--- config.mk ---
export PLATFORM = sky130hd
export DESIGN_NAME = gate_sequencer
export DESIGN_NICKNAME = d
export VERILOG_FILES = /design/src/rtl/gs_pkg.sv /design/src/rtl/gs_carrier.sv /design/src/rtl/gs_cfg.sv /design/src/rtl/gs_sec_legs.sv /design/src/rtl/gate_sequencer.sv
export SDC_FILE = /design/constraint.sdc
export NUM_CORES = 1
export LEC_CHECK = 0
export BUFFER_PORTS_ARGS = -buffer_cell sky130_fd_sc_hd__buf_2
export CORE_MARGIN = 2
export CORE_UTILIZATION = 59
export DETAILED_ROUTE_END_ITERATION = 8
export PLACE_DENSITY = 0.79
export SKIP_CTS_REPAIR_TIMING = 1
export SYNTH_ARGS = -nofsm -noshare
export SYNTH_HDL_FRONTEND = slang
export SYNTH_SLANG_ARGS = --single-unit
--- constraint.sdc ---
create_clock -name clk -period 15.05 [get_ports clk]
set_input_delay 1.505 -clock clk [delete_from_list [all_inputs] [get_ports clk]]
set_output_delay 1.505 -clock clk [all_outputs]
set_load 0.03 [all_outputs]
--- src/rtl/gs_pkg.sv ---
`timescale 1ns/1ps
package gs_pkg;
    typedef enum logic [2:0] {
        GS_OFF,
        GS_MAIN,
        GS_CLAMP_DT,
        GS_FREEWHEEL,
        GS_AUX,
        GS_PRE_DT
    } gs_state_e;
endpackage

--- src/rtl/gs_carrier.sv ---
`timescale 1ns/1ps
module gs_carrier #(
    parameter int PERIOD = 40,
    parameter int CW     = $clog2(PERIOD)
) (
    input  logic          clk,
    input  logic          rst,
    output logic [CW-1:0] cnt,
    output logic [CW-1:0] cnt_nxt,
    output logic          wrap
);
    localparam logic [CW-1:0] LAST = CW'(PERIOD - 1);

    logic [CW-1:0] cnt_q;

    assign wrap    = (cnt_q == LAST);
    assign cnt_nxt = wrap ? '0 : cnt_q + 1'b1;
    assign cnt     = cnt_q;

    // reset parks on the last count so the first live clock opens a period
    always_ff @(posedge clk) begin
        if (rst) cnt_q <= LAST;
        else     cnt_q <= cnt_nxt;
    end
endmodule

--- src/rtl/gs_cfg.sv ---
`timescale 1ns/1ps
module gs_cfg #(
    parameter int PERIOD = 40,
    parameter int CW     = $clog2(PERIOD)
) (
    input  logic          clk,
    input  logic          rst,
    input  logic          wrap,
    input  logic [CW-1:0] duty_in,
    input  logic [CW-1:0] pre_in,
    input  logic [CW-1:0] dt_in,
    input  logic          pol_in,
    output logic [CW-1:0] nxt_duty,
    output logic [CW-1:0] nxt_pre,
    output logic [CW-1:0] nxt_dt,
    output logic          cur_pol,
    output logic          cur_blank
);
    localparam int XW = CW + 2;

    logic [XW-1:0] guard, dmax;
    logic [CW-1:0] duty_cl;
    logic [CW-1:0] duty_q, pre_q, dt_q;
    logic          pol_q, blank_q, first_q;

    // room the pre-pulse and both dead times need inside one period
    always_comb begin
        guard   = XW'(pre_in) + (XW'(dt_in) << 1);
        dmax    = (guard >= XW'(PERIOD)) ? '0 : XW'(PERIOD) - guard;
        duty_cl = (XW'(duty_in) > dmax) ? dmax[CW-1:0] : duty_in;
    end

    always_ff @(posedge clk) begin
        if (rst) begin
            duty_q  <= '0;
            pre_q   <= '0;
            dt_q    <= '0;
            pol_q   <= 1'b0;
            blank_q <= 1'b1;
            first_q <= 1'b1;
        end else if (wrap) begin
            duty_q  <= duty_cl;
            pre_q   <= pre_in;
            dt_q    <= dt_in;
            pol_q   <= pol_in;
            blank_q <= first_q | (pol_in != pol_q);
            first_q <= 1'b0;
        end
    end

    assign nxt_duty  = wrap ? duty_cl : duty_q;
    assign nxt_pre   = wrap ? pre_in  : pre_q;
    assign nxt_dt    = wrap ? dt_in   : dt_q;
    assign cur_pol   = pol_q;
    assign cur_blank = blank_q;
endmodule

--- src/rtl/gs_sec_legs.sv ---
`timescale 1ns/1ps
module gs_sec_legs (
    input  logic       en,
    input  logic       sr_on,
    input  logic       pol_pos,
    output logic [3:0] sw
);
    for (genvar i = 0; i < 4; i++) begin : g_leg
        // switches 2 and 3 (index 1, 2) are the held pair on the positive half
        localparam logic HELD_POS = (i == 1 || i == 2);
        assign sw[i] = en & ((HELD_POS == pol_pos) ? 1'b1 : sr_on);
    end
endmodule

--- src/rtl/gate_sequencer.sv ---
`timescale 1ns/1ps
module gate_sequencer
    import gs_pkg::*;
#(
    parameter int PERIOD = 40,
    parameter int CW     = $clog2(PERIOD)
) (
    input  logic          clk,
    input  logic          rst,
    input  logic [CW-1:0] duty,
    input  logic [CW-1:0] aux_width,
    input  logic [CW-1:0] dead_time,
    input  logic          pol_pos,
    output logic          g_main,
    output logic          g_aux,
    output logic [3:0]    g_sec
);
    localparam int XW = CW + 2;

    logic [CW-1:0] cnt, cnt_nxt, nxt_duty, nxt_pre, nxt_dt;
    logic          wrap, cur_pol, cur_blank;
    logic          sr_on, active;
    gs_state_e     state_q, state_d;

    gs_carrier #(.PERIOD(PERIOD), .CW(CW)) u_carrier (
        .clk(clk), .rst(rst), .cnt(cnt), .cnt_nxt(cnt_nxt), .wrap(wrap)
    );

    gs_cfg #(.PERIOD(PERIOD), .CW(CW)) u_cfg (
        .clk(clk), .rst(rst), .wrap(wrap),
        .duty_in(duty), .pre_in(aux_width), .dt_in(dead_time), .pol_in(pol_pos),
        .nxt_duty(nxt_duty), .nxt_pre(nxt_pre), .nxt_dt(nxt_dt),
        .cur_pol(cur_pol), .cur_blank(cur_blank)
    );

    // next state from the count the carrier is about to take
    always_comb begin
        logic [XW-1:0] c, d, t, w;
        c = XW'(cnt_nxt);
        d = XW'(nxt_duty);
        t = XW'(nxt_dt);
        w = XW'(nxt_pre);
        if (c < d)                            state_d = GS_MAIN;
        else if (c < d + t)                   state_d = GS_CLAMP_DT;
        else if (c < XW'(PERIOD) - t - w)     state_d = GS_FREEWHEEL;
        else if (c < XW'(PERIOD) - t)         state_d = GS_AUX;
        else                                  state_d = GS_PRE_DT;
    end

    always_ff @(posedge clk) begin
        if (rst) state_q <= GS_OFF;
        else     state_q <= state_d;
    end

    always_comb begin
        g_main = 1'b0;
        g_aux  = 1'b0;
        sr_on  = 1'b0;
        active = 1'b1;
        unique case (state_q)
            GS_OFF:       active = 1'b0;
            GS_MAIN:      g_main = 1'b1;
            GS_CLAMP_DT:  sr_on  = 1'b0;
            GS_FREEWHEEL: sr_on  = 1'b1;
            GS_AUX: begin
                g_aux = 1'b1;
                sr_on = 1'b1;
            end
            GS_PRE_DT:    sr_on  = 1'b1;
        endcase
    end

    gs_sec_legs u_legs (
        .en(active & ~cur_blank), .sr_on(sr_on), .pol_pos(cur_pol), .sw(g_sec)
    );


    reset_off_chk: assert property (@(posedge clk)
        $past(rst) |-> (!g_main && !g_aux && g_sec == 4'b0000));


    aux_main_excl_chk: assert property (@(posedge clk) disable iff (rst)
        !(g_main && g_aux));


    sr_main_excl_chk: assert property (@(posedge clk) disable iff (rst)
        g_main |-> (g_sec != 4'b1111));


    main_rise_chk: assert property (@(posedge clk) disable iff (rst)
        $rose(g_main) |-> (cnt == '0));


    blank_sec_chk: assert property (@(posedge clk) disable iff (rst)
        cur_blank |-> (g_sec == 4'b0000));
endmodule

# After elaboration in Yosys (flattened, before gate mapping)
# Index checks and enable logic that the tools add are counted.
# totals
reg_bits,30
output_inout_bits,6
wordCells,53
# classes
n_reduce_logical,4
eq_ne,6
muxes,16
n_addsub,6
n_lt_le_gt_ge,6
bitwise_logic,5
# op_table
cell,n
6-bit two-way mux,5
6-bit by 8-bit less-than comparator with 1-bit output,2
6-bit by 7-bit adder with 8-bit output,1
8-bit by 6-bit >= comparator with 1-bit output (second input constant),1
6-bit by 8-bit greater-than comparator with 1-bit output,1
1-bit two-way mux,8
8-bit two-way mux,1
6-bit by 8-bit subtractor with 8-bit output (first input constant),1
8-bit by 6-bit subtractor with 8-bit output,1
6-bit by 6-bit adder with 7-bit output,1
6-bit by 7-bit less-than comparator with 1-bit output,1
6-bit by 6-bit subtractor with 7-bit output (first input constant),1
6-bit by 1-bit adder with 6-bit output (second input constant),1
3-bit equality test (second input constant),2
6-bit equality test (second input constant),1
6-bit less-than comparator,1
2-bit two-way mux,2
4-bit OR reduction,1
1-bit bitwise AND,3
3-bit by 1-bit equality test with 1-bit output (second input constant),1
3-bit by 2-bit equality test with 1-bit output (second input constant),1
3-bit logical NOT,1
3-bit OR reduction,1
2-bit OR reduction,1
3 further kinds,3

# Longest topological paths before layout
# depth
depth_word,10
mapped_depth,31
depth_no_buf,29

# Cells and area by module
# Synthesis repeated with hierarchy kept, for this count alone.
# unflattened
cells_unflattened,344
hier_area_um2,2904.0
# by_module_without_submodules
module,seq_area_each_um2,instances,area_per_inst_um2,cells_per_inst
gs_cfg,420.4,1,1465.2,171
gate_sequencer,60.1,1,1118.6,139
gs_carrier,120.1,1,286.5,29
gs_sec_legs,0.0,1,33.8,5

# Worst setup path before layout
# Ideal clock, no wire load.
# synth_path
path_kind,in2reg
start,input port aux_width[1]
end,register state_q[1]
arrival_ps,6633
setup_ps,129
stages,27
path_slack_ps,8289
path_cell_list,ha_1 fa_1 a211oi_1 nor2_2 xor2_4 a211oi_2 buf_6 nand2_1 ha_1 nor2b_1 o31ai_1 a21oi_1 and2b_2 a21o_2 o21ai_0 inv_1 ha_1 or3b_2 o311ai_4 nor4_2 a311oi_1 ha_1 nor2_1 a211oi_1 o31ai_1 nand3b_1 nor3b_1
# synth_between
elab_chain_cells,9
# synth_lines
item,line,rtl
start: declaration,gate_sequencer.sv:11,"input logic [CW-1:0] aux_width,"
6-bit by 7-bit adder with 8-bit output,gs_cfg.sv:28,guard = XW'(pre_in) + (XW'(dt_in) << 1);
6-bit by 8-bit subtractor with 8-bit output or 8-bit by 6-bit >= comparator with 1-bit output (tied branches),gs_cfg.sv:29,dmax = (guard >= XW'(PERIOD)) ? '0 : XW'(PERIOD) - guard;
8-bit two-way mux,gs_cfg.sv:29,
6-bit by 8-bit greater-than comparator with 1-bit output,gs_cfg.sv:30,duty_cl = (XW'(duty_in) > dmax) ? dmax[CW-1:0] : duty_in;
6-bit two-way mux,gs_cfg.sv:30,
6-bit two-way mux,gs_cfg.sv:51,assign nxt_duty = wrap ? duty_cl : duty_q;
6-bit by 6-bit adder with 7-bit output,gate_sequencer.sv:44,else if (c < d + t) state_d = GS_CLAMP_DT;
6-bit by 7-bit less-than comparator with 1-bit output,gate_sequencer.sv:44,
2-bit two-way mux,gate_sequencer.sv:44,
end signal: assignment,gate_sequencer.sv:52,else state_q <= state_d;
end: declaration,gate_sequencer.sv:23,"gs_state_e state_q, state_d;"
# Several ways; a longest one is shown, not always the timed one.
# A chain may end at the register's enable or synchronous reset.

# Final worst setup path
# Same ends and word-level chain as after synthesis.

==> results.md <==
STA:
- The number of pins exceeding their max-slew limit in the final report was 0.
- The setup TNS is 0 ns.
- The hold violation total from the final report was 0.
- The number of failing setup endpoints in the final timing report is 0.
- At the pin with the least slew margin, the transition time is 0.8261 ns.
- Setup repair after global routing left no endpoint under its margin.
- The achievable clock frequency is 127.1 MHz.
- The worst pin sits at a relative slew slack of 0.4493.
- The post-route clock skew is 0.004264 ns.
- The share of the clock period used by the worst path after layout is 0.5227.
- The clock period minus worst slack is between 7 and 8 ns.

Cells and area:
- With fillers left out, the area of the finished cells amounts to approximately 3300 um2.
- The layout overhead on the synthesized area is 7.772%.
- Once layout is complete, the cells apart from fillers number about 450.
- In the final design database the tool counted 450 nets.
- The number of antenna repair diodes is 0.
- In the layout the commonest cells are 44 x sky130_fd_sc_hd__ha_1, 31 x sky130_fd_sc_hd__inv_1, 30 x sky130_fd_sc_hd__dfxtp_1.
- Leaving out fill and tap cells, the most frequent cell in the layout is sky130_fd_sc_hd__ha_1.
- Of the cells placed in the final design, the portion with a size suffix greater than 1 is 0.1597.

Logic synthesis:
- The count of different cell masters after synthesis is 64.
- Of the total synthesized cell area, the portion taken by XOR and XNOR cells is 0.08144.
- By area, the combinational part of the netlist is dominated by compound AO/OA/AOI/OAI gates.
- The cell area that synthesis handed to floorplanning was 3027 um2.
- The number of enable flip-flop cells after synthesis is 0.
- The compound-cell area share of the yosys netlist was 0.2121.
- The portion of synthesized area spent on multiplexers is 0.03638.
- The synthesized area divided by synthesized cell count is ~8.4 um2.
- The number of instances in the synthesized netlist is 362.
- The simple-gate share of the synthesized area is 0.2071.
- The post-synthesis async set-or-reset flop share is 0.
- Among all flip-flop cells after synthesis, the most frequent one is sky130_fd_sc_hd__dfxtp_1.
- Synthesis produced a netlist with a net count of 429.
- The Yosys step of the flow raised 0 warnings.
- Of the synthesized area, sequential elements account for 0.1984.
- Synthesis inferred 30 register bits.
- Of the total synthesized cell area, the portion taken by full adders, half adders and majority gates is 0.1988.

Floorplan:
- The floorplan die area is 5719 um2.
- The chip width is 75.63 um.
- In this run the core area contains 26 standard-cell rows.
- The area of the placeable core is slightly above 5000 um2.
- The initial core utilization is 0.6002.
- The top-level port count is 27.
- Measured along the y axis, the die boundary spans 75.63 um.

Setup path:
- The worst register-to-register path ends at state_q[0]$_SDFF_PP0_.
- The endpoint type of the worst setup path is a flip-flop.
- In this run the register-to-register setup slack is 10.23 ns.
- The critical path arrival is 8.01 ns.
- The kind of launch point of the worst setup path is an input pin.
- The critical path in this run is classified as in -> reg.
- For the worst setup path, the data required time is around 15 ns.
- The number of cells on the worst reg-to-reg path is 20.
- The worst flop-to-flop path startpoint is u_carrier.cnt[0]$_SDFF_PP1_.
- Of all nets on the critical path, the largest fanout is 15.

Drt:
- The DRC violation count after routing is 0.
- After detailed routing, the average wire length per cell comes to 14.70 um.
- Before antenna repair, the detailed router went through 4 iterations.
- Once detail routing completed, the nets flagged for antenna violations numbered 0.
- After detailed routing, the total wire length is 6645 um.
- The via count of the routed design is 2560.
- For this block, the initial DRC count from the detailed router was around 110.
- In the routed layout, each cell is associated on average with a via count of about 5.7.

GRT:
- The total routing resource utilization after global routing is 0.2556.
- The number of antenna violations at the first check in global routing is 0.
- The first global-routing pass estimated ~11000 um of wire.
- The via count of the first global-routing pass was 2443.
- The largest net degree at the start of global routing is 31.
- The total overflow reported by the global router is 0.

Hold path:
- The startpoint of the most critical hold path is u_cfg.first_q$_SDFFE_PP1P_.
- The tightest min-delay check is of the reg -> reg type.
- The cell depth of the worst min-delay path is 1.
- The path with the worst hold slack has its endpoint at u_cfg.first_q$_SDFFE_PP1P_.

Clock network:
- The tree is rooted in a sky130_fd_sc_hd__clkbuf_8.
- After clock tree synthesis, the clock-pin slew on the worst setup and hold paths is 0.06 ns.
- The number of levels in the clock H-tree is 2.
- The clock tree from TritonCTS is built.
- For this design, the sink count on the clock tree is 30.
- For the worst-skew pair, the clock arrives at the later sink with an insertion delay of around 0.28 ns.
- Counting along the longest clock path gives a buffer depth of 2.
- Buffers inserted during clock tree synthesis total 5.

Place:
- The final weighted congestion of routability-driven global placement is 0.9352.
- In this run, placement finished with an instance count of between 400 and 500.
- Once placement finished, the instance area stood at 3179 um2.
- After legalization and detailed placement, the total HPWL measured 5220 um.
- In this run the tool buffered the top-level ports with 26 buffer cells.

Run status:
- The flow ran to the end, and the final reports show no timing, DRC or antenna violations.

Run:
- The max-cap violation count is 0.
[registers in the layout, indices dropped and copies added (netlist names)]
name / flops
u_cfg.cur_pol: 1
u_cfg.duty_q: 6
u_cfg.first_q: 1
u_carrier.cnt: 6
u_cfg.pre_q: 6
u_cfg.cur_blank: 1
state_q: 3
u_cfg.dt_q: 6
[metal layers]
layer | wire length [um] | vias to the layer above | GRT usage
met4 | 137 | 0 | 0.1033
met5 | 0 | - | 0
li1 | - | 1323 | -
met3 | 324 | 15 | 0.04762
met2 | 3144 | 67 | 0.4357
met1 | 3038 | 1155 | 0.3177
[through the flow]
step           worst slack [ns]  hold WS, ns  utilization
2_1_floorplan             8.289       0.4280            -
3_3_place_gp              7.212       0.4475       0.6305
3_5_place_dp              6.945       0.4607       0.6305
4_1_cts                   7.259       0.4750       0.6469
5_1_grt                   6.657       0.5165       0.6469
6_report                  7.184       0.4687       0.6469
[final cells by class]
class	instances	area (um2)
clock buffer	6	82.58
fill	434	1780
inverter	31	116.4
multi-input combinational	287	2230
sequential	30	600.6
tap	70	87.58
timing repair buffer	28	145.1
[synth_stat cells, drive strengths merged, types with 3 or more instances]
cell type	instances	area share
ha	44	0.18
inv	31	0.038
dfxtp	30	0.20
nor2	30	0.038
nand2	26	0.032
a21oi	21	0.036
o21ai	18	0.030
xnor2	15	0.043
mux2i	11	0.036
xor2	11	0.038
a21o	9	0.023
nand2b	9	0.019
nand3	9	0.015
a31oi	8	0.017
clkbuf	8	0.013
nor3	8	0.017
a211oi	6	0.018
buf	6	0.014
nor2b	6	0.012
o21a	6	0.015
nor3b	5	0.014
nor4	4	0.010
o211ai	4	0.0099
or2	4	0.0083
and3	3	0.0079
nand4	3	0.0062
o31ai	3	0.0074
[how the worst max path moves through the flow]
stage	startpoint	to	slack, ns	cells after the start
2_1_floorplan	aux_width[1]	state_q[1]$_SDFF_PP0_	8.29	27
3_3_place_gp	aux_width[1]	state_q[1]$_SDFF_PP0_	7.21	27
3_5_place_dp	aux_width[1]	state_q[1]$_SDFF_PP0_	6.94	27
4_1_cts	aux_width[1]	state_q[1]$_SDFF_PP0_	7.26	27
5_1_grt	aux_width[1]	state_q[1]$_SDFF_PP0_	6.66	27
6_report	aux_width[1]	state_q[1]$_SDFF_PP0_	7.18	27
[kinds of logic (layout without fill, tap and decap cells)]
logic type               count (synthesis)  count (layout)
XOR/XNOR                                26              26
flip-flops                              30              30
multiplexers                            11              11
AO/OA/AOI/OAI                           88              88
buffers and inverters                   45              65
AND/OR/NAND/NOR                        115             115
adder cells (fa/ha/maj)                 47              47
[worst max-delay path, cell delays in order]
cell                       delay [ns]
sky130_fd_sc_hd__buf_2           0.11
sky130_fd_sc_hd__ha_1            0.23
sky130_fd_sc_hd__fa_1            0.46
sky130_fd_sc_hd__xnor2_1         0.38
sky130_fd_sc_hd__and3_4          0.26
sky130_fd_sc_hd__nor3_4          0.06
sky130_fd_sc_hd__a211oi_2        0.65
sky130_fd_sc_hd__nand2_1         0.15
sky130_fd_sc_hd__ha_1            0.34
sky130_fd_sc_hd__o21a_1          0.11
sky130_fd_sc_hd__o31ai_1         0.06
sky130_fd_sc_hd__a21oi_1         0.64
sky130_fd_sc_hd__and2b_2         0.32
sky130_fd_sc_hd__a21o_2          0.22
sky130_fd_sc_hd__o21ai_0         0.21
sky130_fd_sc_hd__inv_1           0.07
sky130_fd_sc_hd__ha_1            0.30
sky130_fd_sc_hd__or3b_2          0.48
sky130_fd_sc_hd__o311ai_4        0.12
sky130_fd_sc_hd__nor4_2          0.07
sky130_fd_sc_hd__a311oi_1        0.28
sky130_fd_sc_hd__ha_1            0.22
sky130_fd_sc_hd__nor2_1          0.05
sky130_fd_sc_hd__a211oi_1        0.21
sky130_fd_sc_hd__o31ai_1         0.13
sky130_fd_sc_hd__nand3b_1        0.19
sky130_fd_sc_hd__nor3b_1         0.16
Power is not shown: default switching activity piles up to over one toggle a cycle in this logic, so the estimate is an artifact.
